--- src/rtl/bfcfg_pkg.sv ---
package bfcfg_pkg;
    typedef enum logic [1:0] {
        S_IDLE = 2'd0,
        S_CHAN = 2'd1,
        S_CTRL = 2'd2
    } cfg_state_t;

    // Control word field positions (decoded by the channel logic)
    localparam int PLEN_LSB = 0;
    localparam int PLEN_W   = 3;
    localparam int FDIV_LSB = 3;
    localparam int FDIV_W   = 7;
    localparam int DOP_BIT  = 10;
    localparam int LUTD_BIT = 11;
    localparam int RSV_LSB  = 12;
    localparam int RSV_W    = 3;
    localparam int ACT_LSB  = 15;
    localparam int ACT_W    = 3;
    localparam int LUTA_BIT = 18;
endpackage

--- src/rtl/bfcfg_ddr_rx.sv ---
module bfcfg_ddr_rx #(
    parameter int FRAME_W = 50
) (
    input  logic               clk,
    input  logic               rst,
    input  logic               sdi,
    input  logic               sle,
    input  logic               tx_start,
    output logic [FRAME_W-1:0] frame,
    output logic               commit
);
    localparam int PAIRS = FRAME_W / 2;
    localparam int CNT_W = $clog2(PAIRS + 2);

    logic             neg_q;
    logic             pos_q;
    logic             hold_neg;
    logic             vld;
    logic             last_vld;
    logic [CNT_W-1:0] pair_cnt;
    logic [FRAME_W-1:0] shreg;

    // falling-edge sampler: first bit of each pair
    always_ff @(negedge clk or posedge rst) begin
        if (rst) neg_q <= 1'b0;
        else     neg_q <= sdi;
    end

    // rising-edge sampler: second bit of each pair, plus window tracking
    always_ff @(posedge clk or posedge rst) begin
        if (rst) begin
            pos_q    <= 1'b0;
            hold_neg <= 1'b0;
            vld      <= 1'b0;
            last_vld <= 1'b0;
        end else begin
            pos_q    <= sdi;
            hold_neg <= neg_q;
            vld      <= sle;
            last_vld <= vld;
        end
    end

    always_ff @(posedge clk or posedge rst) begin
        if (rst) begin
            shreg    <= '0;
            pair_cnt <= '0;
        end else if (vld) begin
            shreg <= {shreg[FRAME_W-3:0], hold_neg, pos_q};
            if (pair_cnt != CNT_W'(PAIRS + 1))
                pair_cnt <= pair_cnt + CNT_W'(1);
        end else begin
            pair_cnt <= '0;
        end
    end

    assign frame  = shreg;
    assign commit = last_vld & ~vld & (pair_cnt == CNT_W'(PAIRS)) & ~tx_start;

    // a commit is a single-cycle event per frame window
    p_single_commit_r3: assert property (@(posedge clk) disable iff (rst)
        commit |=> !commit);
    // the pair counter saturates one past a full frame
    p_cnt_bound_r3: assert property (@(posedge clk) disable iff (rst)
        pair_cnt <= CNT_W'(PAIRS + 1));
    // transmit start high never lets a frame through
    p_txstart_block_r11: assert property (@(posedge clk) disable iff (rst)
        tx_start |-> !commit);
endmodule

--- src/rtl/bfcfg_fsm.sv ---
module bfcfg_fsm
    import bfcfg_pkg::*;
#(
    parameter int NUM_CH = 16,
    parameter int ADDR_W = 5,
    parameter int DLY_W  = 25,
    parameter int CTL_W  = 19
) (
    input  logic                    clk,
    input  logic                    rst,
    input  logic                    commit,
    input  logic [ADDR_W-1:0]       f_addr,
    input  logic                    f_wr,
    input  logic [DLY_W-1:0]        f_dly,
    input  logic [CTL_W-1:0]        f_ctl,
    output logic [NUM_CH*DLY_W-1:0] dly_flat,
    output logic [CTL_W-1:0]        ctl_q,
    output logic                    sdo
);
    localparam int IDX_W = $clog2(NUM_CH);
    localparam int PAD_W = DLY_W - CTL_W;
    localparam logic [CTL_W-1:0] RSV_MASK = CTL_W'(((1 << RSV_W) - 1) << RSV_LSB);

    cfg_state_t       state, state_nx;
    logic             req_wr;
    logic [IDX_W-1:0] req_idx;
    logic [DLY_W-1:0] req_dly;
    logic [CTL_W-1:0] req_ctl;
    logic [DLY_W-1:0] rb_q;
    logic [DLY_W-1:0] dly_mem [NUM_CH];
    logic             addr_is_chan;
    logic             addr_is_ctrl;

    assign addr_is_chan = (f_addr >= ADDR_W'(1)) && (f_addr <= ADDR_W'(NUM_CH));
    assign addr_is_ctrl = (f_addr == ADDR_W'(NUM_CH + 1));

    // state register
    always_ff @(posedge clk or posedge rst) begin
        if (rst) state <= S_IDLE;
        else     state <= state_nx;
    end

    // next-state logic
    always_comb begin
        state_nx = state;
        unique case (state)
            S_IDLE: begin
                if (commit && addr_is_chan)      state_nx = S_CHAN;
                else if (commit && addr_is_ctrl) state_nx = S_CTRL;
            end
            S_CHAN:  state_nx = S_IDLE;
            S_CTRL:  state_nx = S_IDLE;
            default: state_nx = S_IDLE;
        endcase
    end

    // request latch, register file and read-back shifter
    always_ff @(posedge clk or posedge rst) begin
        if (rst) begin
            req_wr  <= 1'b0;
            req_idx <= '0;
            req_dly <= '0;
            req_ctl <= '0;
            ctl_q   <= '0;
            rb_q    <= '0;
            for (int i = 0; i < NUM_CH; i++) dly_mem[i] <= '0;
        end else begin
            if (state == S_IDLE && commit) begin
                req_wr  <= f_wr;
                req_idx <= IDX_W'(f_addr - ADDR_W'(1));
                req_dly <= f_dly;
                req_ctl <= f_ctl;
            end
            unique case (state)
                S_CHAN: begin
                    if (req_wr) begin
                        dly_mem[req_idx] <= req_dly;
                        rb_q <= {rb_q[DLY_W-2:0], 1'b0};
                    end else begin
                        rb_q <= dly_mem[req_idx];
                    end
                end
                S_CTRL: begin
                    if (req_wr) begin
                        ctl_q <= req_ctl & ~RSV_MASK;
                        rb_q  <= {rb_q[DLY_W-2:0], 1'b0};
                    end else begin
                        rb_q <= {ctl_q, {PAD_W{1'b0}}};
                    end
                end
                default: rb_q <= {rb_q[DLY_W-2:0], 1'b0};
            endcase
        end
    end

    generate
        for (genvar g = 0; g < NUM_CH; g++) begin : g_flat
            assign dly_flat[g*DLY_W +: DLY_W] = dly_mem[g];
        end
    endgenerate

    assign sdo = rb_q[DLY_W-1];

    // an access state lasts exactly one cycle
    p_one_cycle_access_r4: assert property (@(posedge clk) disable iff (rst)
        (state != S_IDLE) |=> (state == S_IDLE));
    // an out-of-range address keeps the machine idle
    p_bad_addr_idle_r8: assert property (@(posedge clk) disable iff (rst)
        (state == S_IDLE && commit && !addr_is_chan && !addr_is_ctrl) |=> (state == S_IDLE));
    // channel registers move only after a channel access cycle
    p_delay_hold_r5: assert property (@(posedge clk) disable iff (rst)
        (state != S_CHAN) |=> $stable(dly_flat));
    // control register moves only after a control access cycle
    p_ctrl_hold_r6: assert property (@(posedge clk) disable iff (rst)
        (state != S_CTRL) |=> $stable(ctl_q));
    // a read never writes the register file
    p_read_no_write_r7: assert property (@(posedge clk) disable iff (rst)
        (state != S_IDLE && !req_wr) |=> ($stable(dly_flat) && $stable(ctl_q)));
endmodule

--- src/rtl/bfcfg_ctl_decode.sv ---
module bfcfg_ctl_decode
    import bfcfg_pkg::*;
#(
    parameter int NUM_CH = 16,
    parameter int CTL_W  = 19
) (
    input  logic              clk,
    input  logic              rst,
    input  logic [CTL_W-1:0]  ctl,
    output logic [NUM_CH-1:0] ch_en,
    output logic [PLEN_W-1:0] plen,
    output logic [FDIV_W-1:0] fdiv,
    output logic              dop,
    output logic              lut_d,
    output logic              lut_a
);
    localparam int CNT_W = ACT_W + 2;

    logic [ACT_W-1:0] act_code;
    logic [CNT_W-1:0] act_cnt;
    logic             unused_rsv;

    assign act_code   = ctl[ACT_LSB +: ACT_W];
    assign act_cnt    = {1'b0, act_code, 1'b0} + CNT_W'(2);
    assign unused_rsv = ^ctl[RSV_LSB +: RSV_W];

    generate
        for (genvar g = 0; g < NUM_CH; g++) begin : g_en
            assign ch_en[g] = (CNT_W'(g) < act_cnt);
        end
    endgenerate

    assign plen  = ctl[PLEN_LSB +: PLEN_W];
    assign fdiv  = ctl[FDIV_LSB +: FDIV_W];
    assign dop   = ctl[DOP_BIT];
    assign lut_d = ctl[LUTD_BIT];
    assign lut_a = ctl[LUTA_BIT];

    // the enable mask holds exactly the decoded count of channels
    p_en_count_r9: assert property (@(posedge clk) disable iff (rst)
        $countones(ch_en) == 32'(act_cnt));
    // enables form a contiguous run from channel 0
    p_en_contig_r9: assert property (@(posedge clk) disable iff (rst)
        ch_en[0] && ((ch_en & (ch_en + NUM_CH'(1))) == '0));
endmodule

--- src/rtl/bf_serial_cfg.sv ---
module bf_serial_cfg
    import bfcfg_pkg::*;
#(
    parameter int NUM_CH = 16,
    parameter int ADDR_W = 5,
    parameter int DLY_W  = 25,
    parameter int CTL_W  = 19
) (
    input  logic                    clk,
    input  logic                    rst,
    input  logic                    cfg_sdi,
    input  logic                    cfg_sle,
    input  logic                    tx_start,
    output logic                    cfg_sdo,
    output logic [NUM_CH*DLY_W-1:0] ch_delay,
    output logic [CTL_W-1:0]        ctl_word,
    output logic [NUM_CH-1:0]       ch_enable,
    output logic [PLEN_W-1:0]       pulse_len,
    output logic [FDIV_W-1:0]       freq_div,
    output logic                    doppler_mode,
    output logic                    lut_data_sel,
    output logic                    lut_addr_sel
);
    localparam int FRAME_W = ADDR_W + 1 + DLY_W + CTL_W;

    logic [FRAME_W-1:0] frame;
    logic               commit;
    logic [ADDR_W-1:0]  f_addr;
    logic               f_wr;
    logic [DLY_W-1:0]   f_dly;
    logic [CTL_W-1:0]   f_ctl;

    assign f_addr = frame[FRAME_W-1 -: ADDR_W];
    assign f_wr   = frame[DLY_W + CTL_W];
    assign f_dly  = frame[CTL_W +: DLY_W];
    assign f_ctl  = frame[CTL_W-1:0];

    bfcfg_ddr_rx #(.FRAME_W(FRAME_W)) u_rx (
        .clk      (clk),
        .rst      (rst),
        .sdi      (cfg_sdi),
        .sle      (cfg_sle),
        .tx_start (tx_start),
        .frame    (frame),
        .commit   (commit)
    );

    bfcfg_fsm #(
        .NUM_CH (NUM_CH),
        .ADDR_W (ADDR_W),
        .DLY_W  (DLY_W),
        .CTL_W  (CTL_W)
    ) u_fsm (
        .clk      (clk),
        .rst      (rst),
        .commit   (commit),
        .f_addr   (f_addr),
        .f_wr     (f_wr),
        .f_dly    (f_dly),
        .f_ctl    (f_ctl),
        .dly_flat (ch_delay),
        .ctl_q    (ctl_word),
        .sdo      (cfg_sdo)
    );

    bfcfg_ctl_decode #(
        .NUM_CH (NUM_CH),
        .CTL_W  (CTL_W)
    ) u_dec (
        .clk   (clk),
        .rst   (rst),
        .ctl   (ctl_word),
        .ch_en (ch_enable),
        .plen  (pulse_len),
        .fdiv  (freq_div),
        .dop   (doppler_mode),
        .lut_d (lut_data_sel),
        .lut_a (lut_addr_sel)
    );
endmodule

--- config.mk ---
export PLATFORM = sky130hd
export DESIGN_NAME = bf_serial_cfg
export DESIGN_NICKNAME = d
export VERILOG_FILES = /design/src/rtl/bfcfg_pkg.sv /design/src/rtl/bfcfg_ddr_rx.sv /design/src/rtl/bfcfg_fsm.sv /design/src/rtl/bfcfg_ctl_decode.sv /design/src/rtl/bf_serial_cfg.sv
export SDC_FILE = /design/constraint.sdc
export NUM_CORES = 1
export LEC_CHECK = 0
export BUFFER_PORTS_ARGS = -buffer_cell sky130_fd_sc_hd__buf_4
export CAP_MARGIN = 30
export CORE_ASPECT_RATIO = 0.8
export CORE_MARGIN = 2
export CORE_UTILIZATION = 60
export DETAILED_ROUTE_END_ITERATION = 16
export GPL_TIMING_DRIVEN = 1
export PLACE_DENSITY = 0.85
export SLEW_MARGIN = 30
export SYNTH_ARGS = -nofsm -noshare
export SYNTH_HDL_FRONTEND = slang
export SYNTH_SLANG_ARGS = --single-unit
--- constraint.sdc ---
create_clock -name clk -period 27 [get_ports clk]
set_clock_uncertainty 0.15 [all_clocks]
set_input_delay 1.35 -clock clk [delete_from_list [all_inputs] [get_ports clk]]
set_output_delay 1.35 -clock clk [all_outputs]
set_load 0.02 [all_outputs]
==> metrics <==
run status finished clean; RSZ-0062 raised after global routing no; Placed Cells incl. Taps about 2500; max incr delay on CP approximately 120 ps; post-DR vias/cell a little over 6; post-synthesis sequential area ratio between 50% and 60%; average size of a mapped cell between 10 and 15 sq um; Layout area overhead 22.1%; 1st-iter DRT viols 1758; Synth cell types 53; Post-synth EDFFs 0; Die Width 229 um; DP HPWL ~50000 um; post-CTS sizing 0; critical path arrival 1470 ps; path category of the worst min-delay check flop to flop; Worst Path Max Fanout 2; R2R cell count 0; Reg clk slew, reported paths approximately 60 ps; top-count cell post-synth dfrtp_1; Top Ports 454; Reg2Reg Capture Point u_rx.hold_neg; final-layout fill cell count ~2500; max-slew violation count 0; GRT Resource Usage Total 33.9%; TritonCTS Buffers 52; last element of the critical path u_rx.neg_q; Fin. Hold Viols 0; DIE HEIGHT between 150 and 200 um; vias in the first global route 16159; leak pwr roughly 15 nW; Setup Viol. Count Final 0; Yosys warning count 0; total number of vias about 16000; CP top delay family buffers and inverters; Slew headroom 30.7%; Starting Density about three fifths; Area contributors post-synth dfrtp_1, mux2_2, mux4_2; Reg2Reg Setup Slack ~13000 ps; Avg WL per Cell 27.6 um; PwrDens roughly 57 nW/um^2; Synth Register Bits between 500 and 600; worst-path cell chain buf_4; Clock Latency Late Sink ~580 ps; post-synthesis async set-or-reset flop share between 90% and 100%; Top FF cell, synth dfrtp_1; IO buf count 450; H-tree depth 2; CORE AREA a little under 40000 sq um; GRT overflow 0; Max Buffers Root-to-Sink 3; share of the synthesized area in the top cell type 56.4%; Post-synth top cells dfrtp_1, mux2_2, mux2i_1, mux4_2, nand2_1; antenna diode count 0; Buffers & Inverters on Critical Path 1; cell taking the most area after synthesis dfrtp_1; Reg-to-Reg Start u_rx.neg_q; post-CTS setup repair buffer count 0; Worst Path Class, Setup input port to flop; Tightest Pin Transition approximately 1000 ps; hold_ws 332 ps; Final Non-Filler Cells roughly 2600; drc violations 0; cells after synthesis approximately 1600; Fin Setup TNS 0 ps; hold-fix buffers at CTS 0; Levels on crit path 1; crit path max-delay cell type buf_4; CTS tree done; largest net degree at the start of global routing between 150 and 200; drt pass-1 iters 7; Worst EP required approximately 14000 ps; crit path capture type flop; full die area between 40000 and 50000 sq um; Startpoint Class input port; initial antenna violation count 1; ANT nets after route 0; Mapped Area 24300 sq um; clock root cell clkbuf_16; max-cap violations 0; drt total wl 72100 um; GP Congestion 0.919; Cell Rows 65; final net count 2046; Worst VDD drop approximately 0.000048 V; layout cells sized above 1 a little under three fifths; critical path launch point cfg_sdi; global-route wire length before repair 106000 um; clk sinks about 550
-- how the worst min path moves through the flow --
stage	start	to	cells past startpoint
floorplan	u_rx.vld	u_rx.last_vld	0
global placement	u_rx.pos_q	u_rx.frame[0]	1
detailed placement	u_rx.pos_q	u_rx.frame[0]	1
CTS	u_rx.pos_q	u_rx.frame[0]	1
global route	u_rx.pos_q	u_rx.frame[0]	1
finish	u_rx.pos_q	u_rx.frame[0]	1
-- where the power goes --
part,internal (mW),switching [mW]
clock network,0.426,0.315
logic,0.0314,0.0320
registers,0.855,0.0268
total,1.31,0.373
-- cells in the final DEF (no fill, tap or decap), drive strengths merged, types with 8 or more instances in the layout --
cell	instances
mux4	53
clkinv	11
buf	480
mux2i	88
ha	12
a222oi	16
clkbuf	79
dfrtp	548
nand3	36
and2	8
nor2b	12
o21ai	20
nand2	50
a21oi	24
inv	14
nor2	19
a22oi	16
mux2	514
-- kinds of logic after synthesis --
group | synth area share (%)
and+or+nand+nor | 3.27
muxes | 32.6
adders and majority gates | 0.617
AOI/OAI and AO/OA | 3.16
DFF | 56.5
xor gates and xnor gates | 0.216
buffers and inverters | 3.61
other | 0.0154
-- metal layers --
layer	track usage [%]	part of all wire [%]	vias to the layer above
met5	0	0	-
met3	7.70	9.0	133
li1	-	-	6748
met1	48.7	41	8581
met4	11.0	3.6	0
met2	51.9	46	797
-- flip-flops by register name (all words and copies together), names as in the netlist, 2 cells and up --
signal,cells
u_fsm.ctl_q,16
u_fsm.dly_flat,400
u_fsm.rb_q,25
u_fsm.req_ctl,16
u_fsm.req_dly,25
u_fsm.req_idx,4
u_fsm.state,2
u_rx.frame,50
u_rx.pair_cnt,5
-- stage by stage --
step / setup WS (ps) / utilization (%) / power, mW / instance area, sq um
floorplan: 4760 / - / 0.938 / 24300
global placement: 11720 / 70.0 / 0.954 / 27800
detailed placement: 11720 / 70.3 / 0.959 / 27900
CTS: 12310 / 74.6 / 1.69 / 29600
global route: 12310 / 74.8 / 1.74 / 29700
finish: 12290 / 74.8 / 1.69 / 29700
-- final cells by class --
class | count | area [sq um] | area share (%)
Tap cell | 536 | 671 | 2.26
Inverter | 13 | 52.6 | 0.177
Sequential cell | 549 | 13700 | 46.3
Clock inverter | 19 | 185 | 0.623
Clock buffer | 79 | 1550 | 5.23
Multi-Input combinational cell | 933 | 9760 | 32.9
Timing Repair Buffer | 480 | 3740 | 12.6
Note: power is estimated with default switching activity, not from simulation.
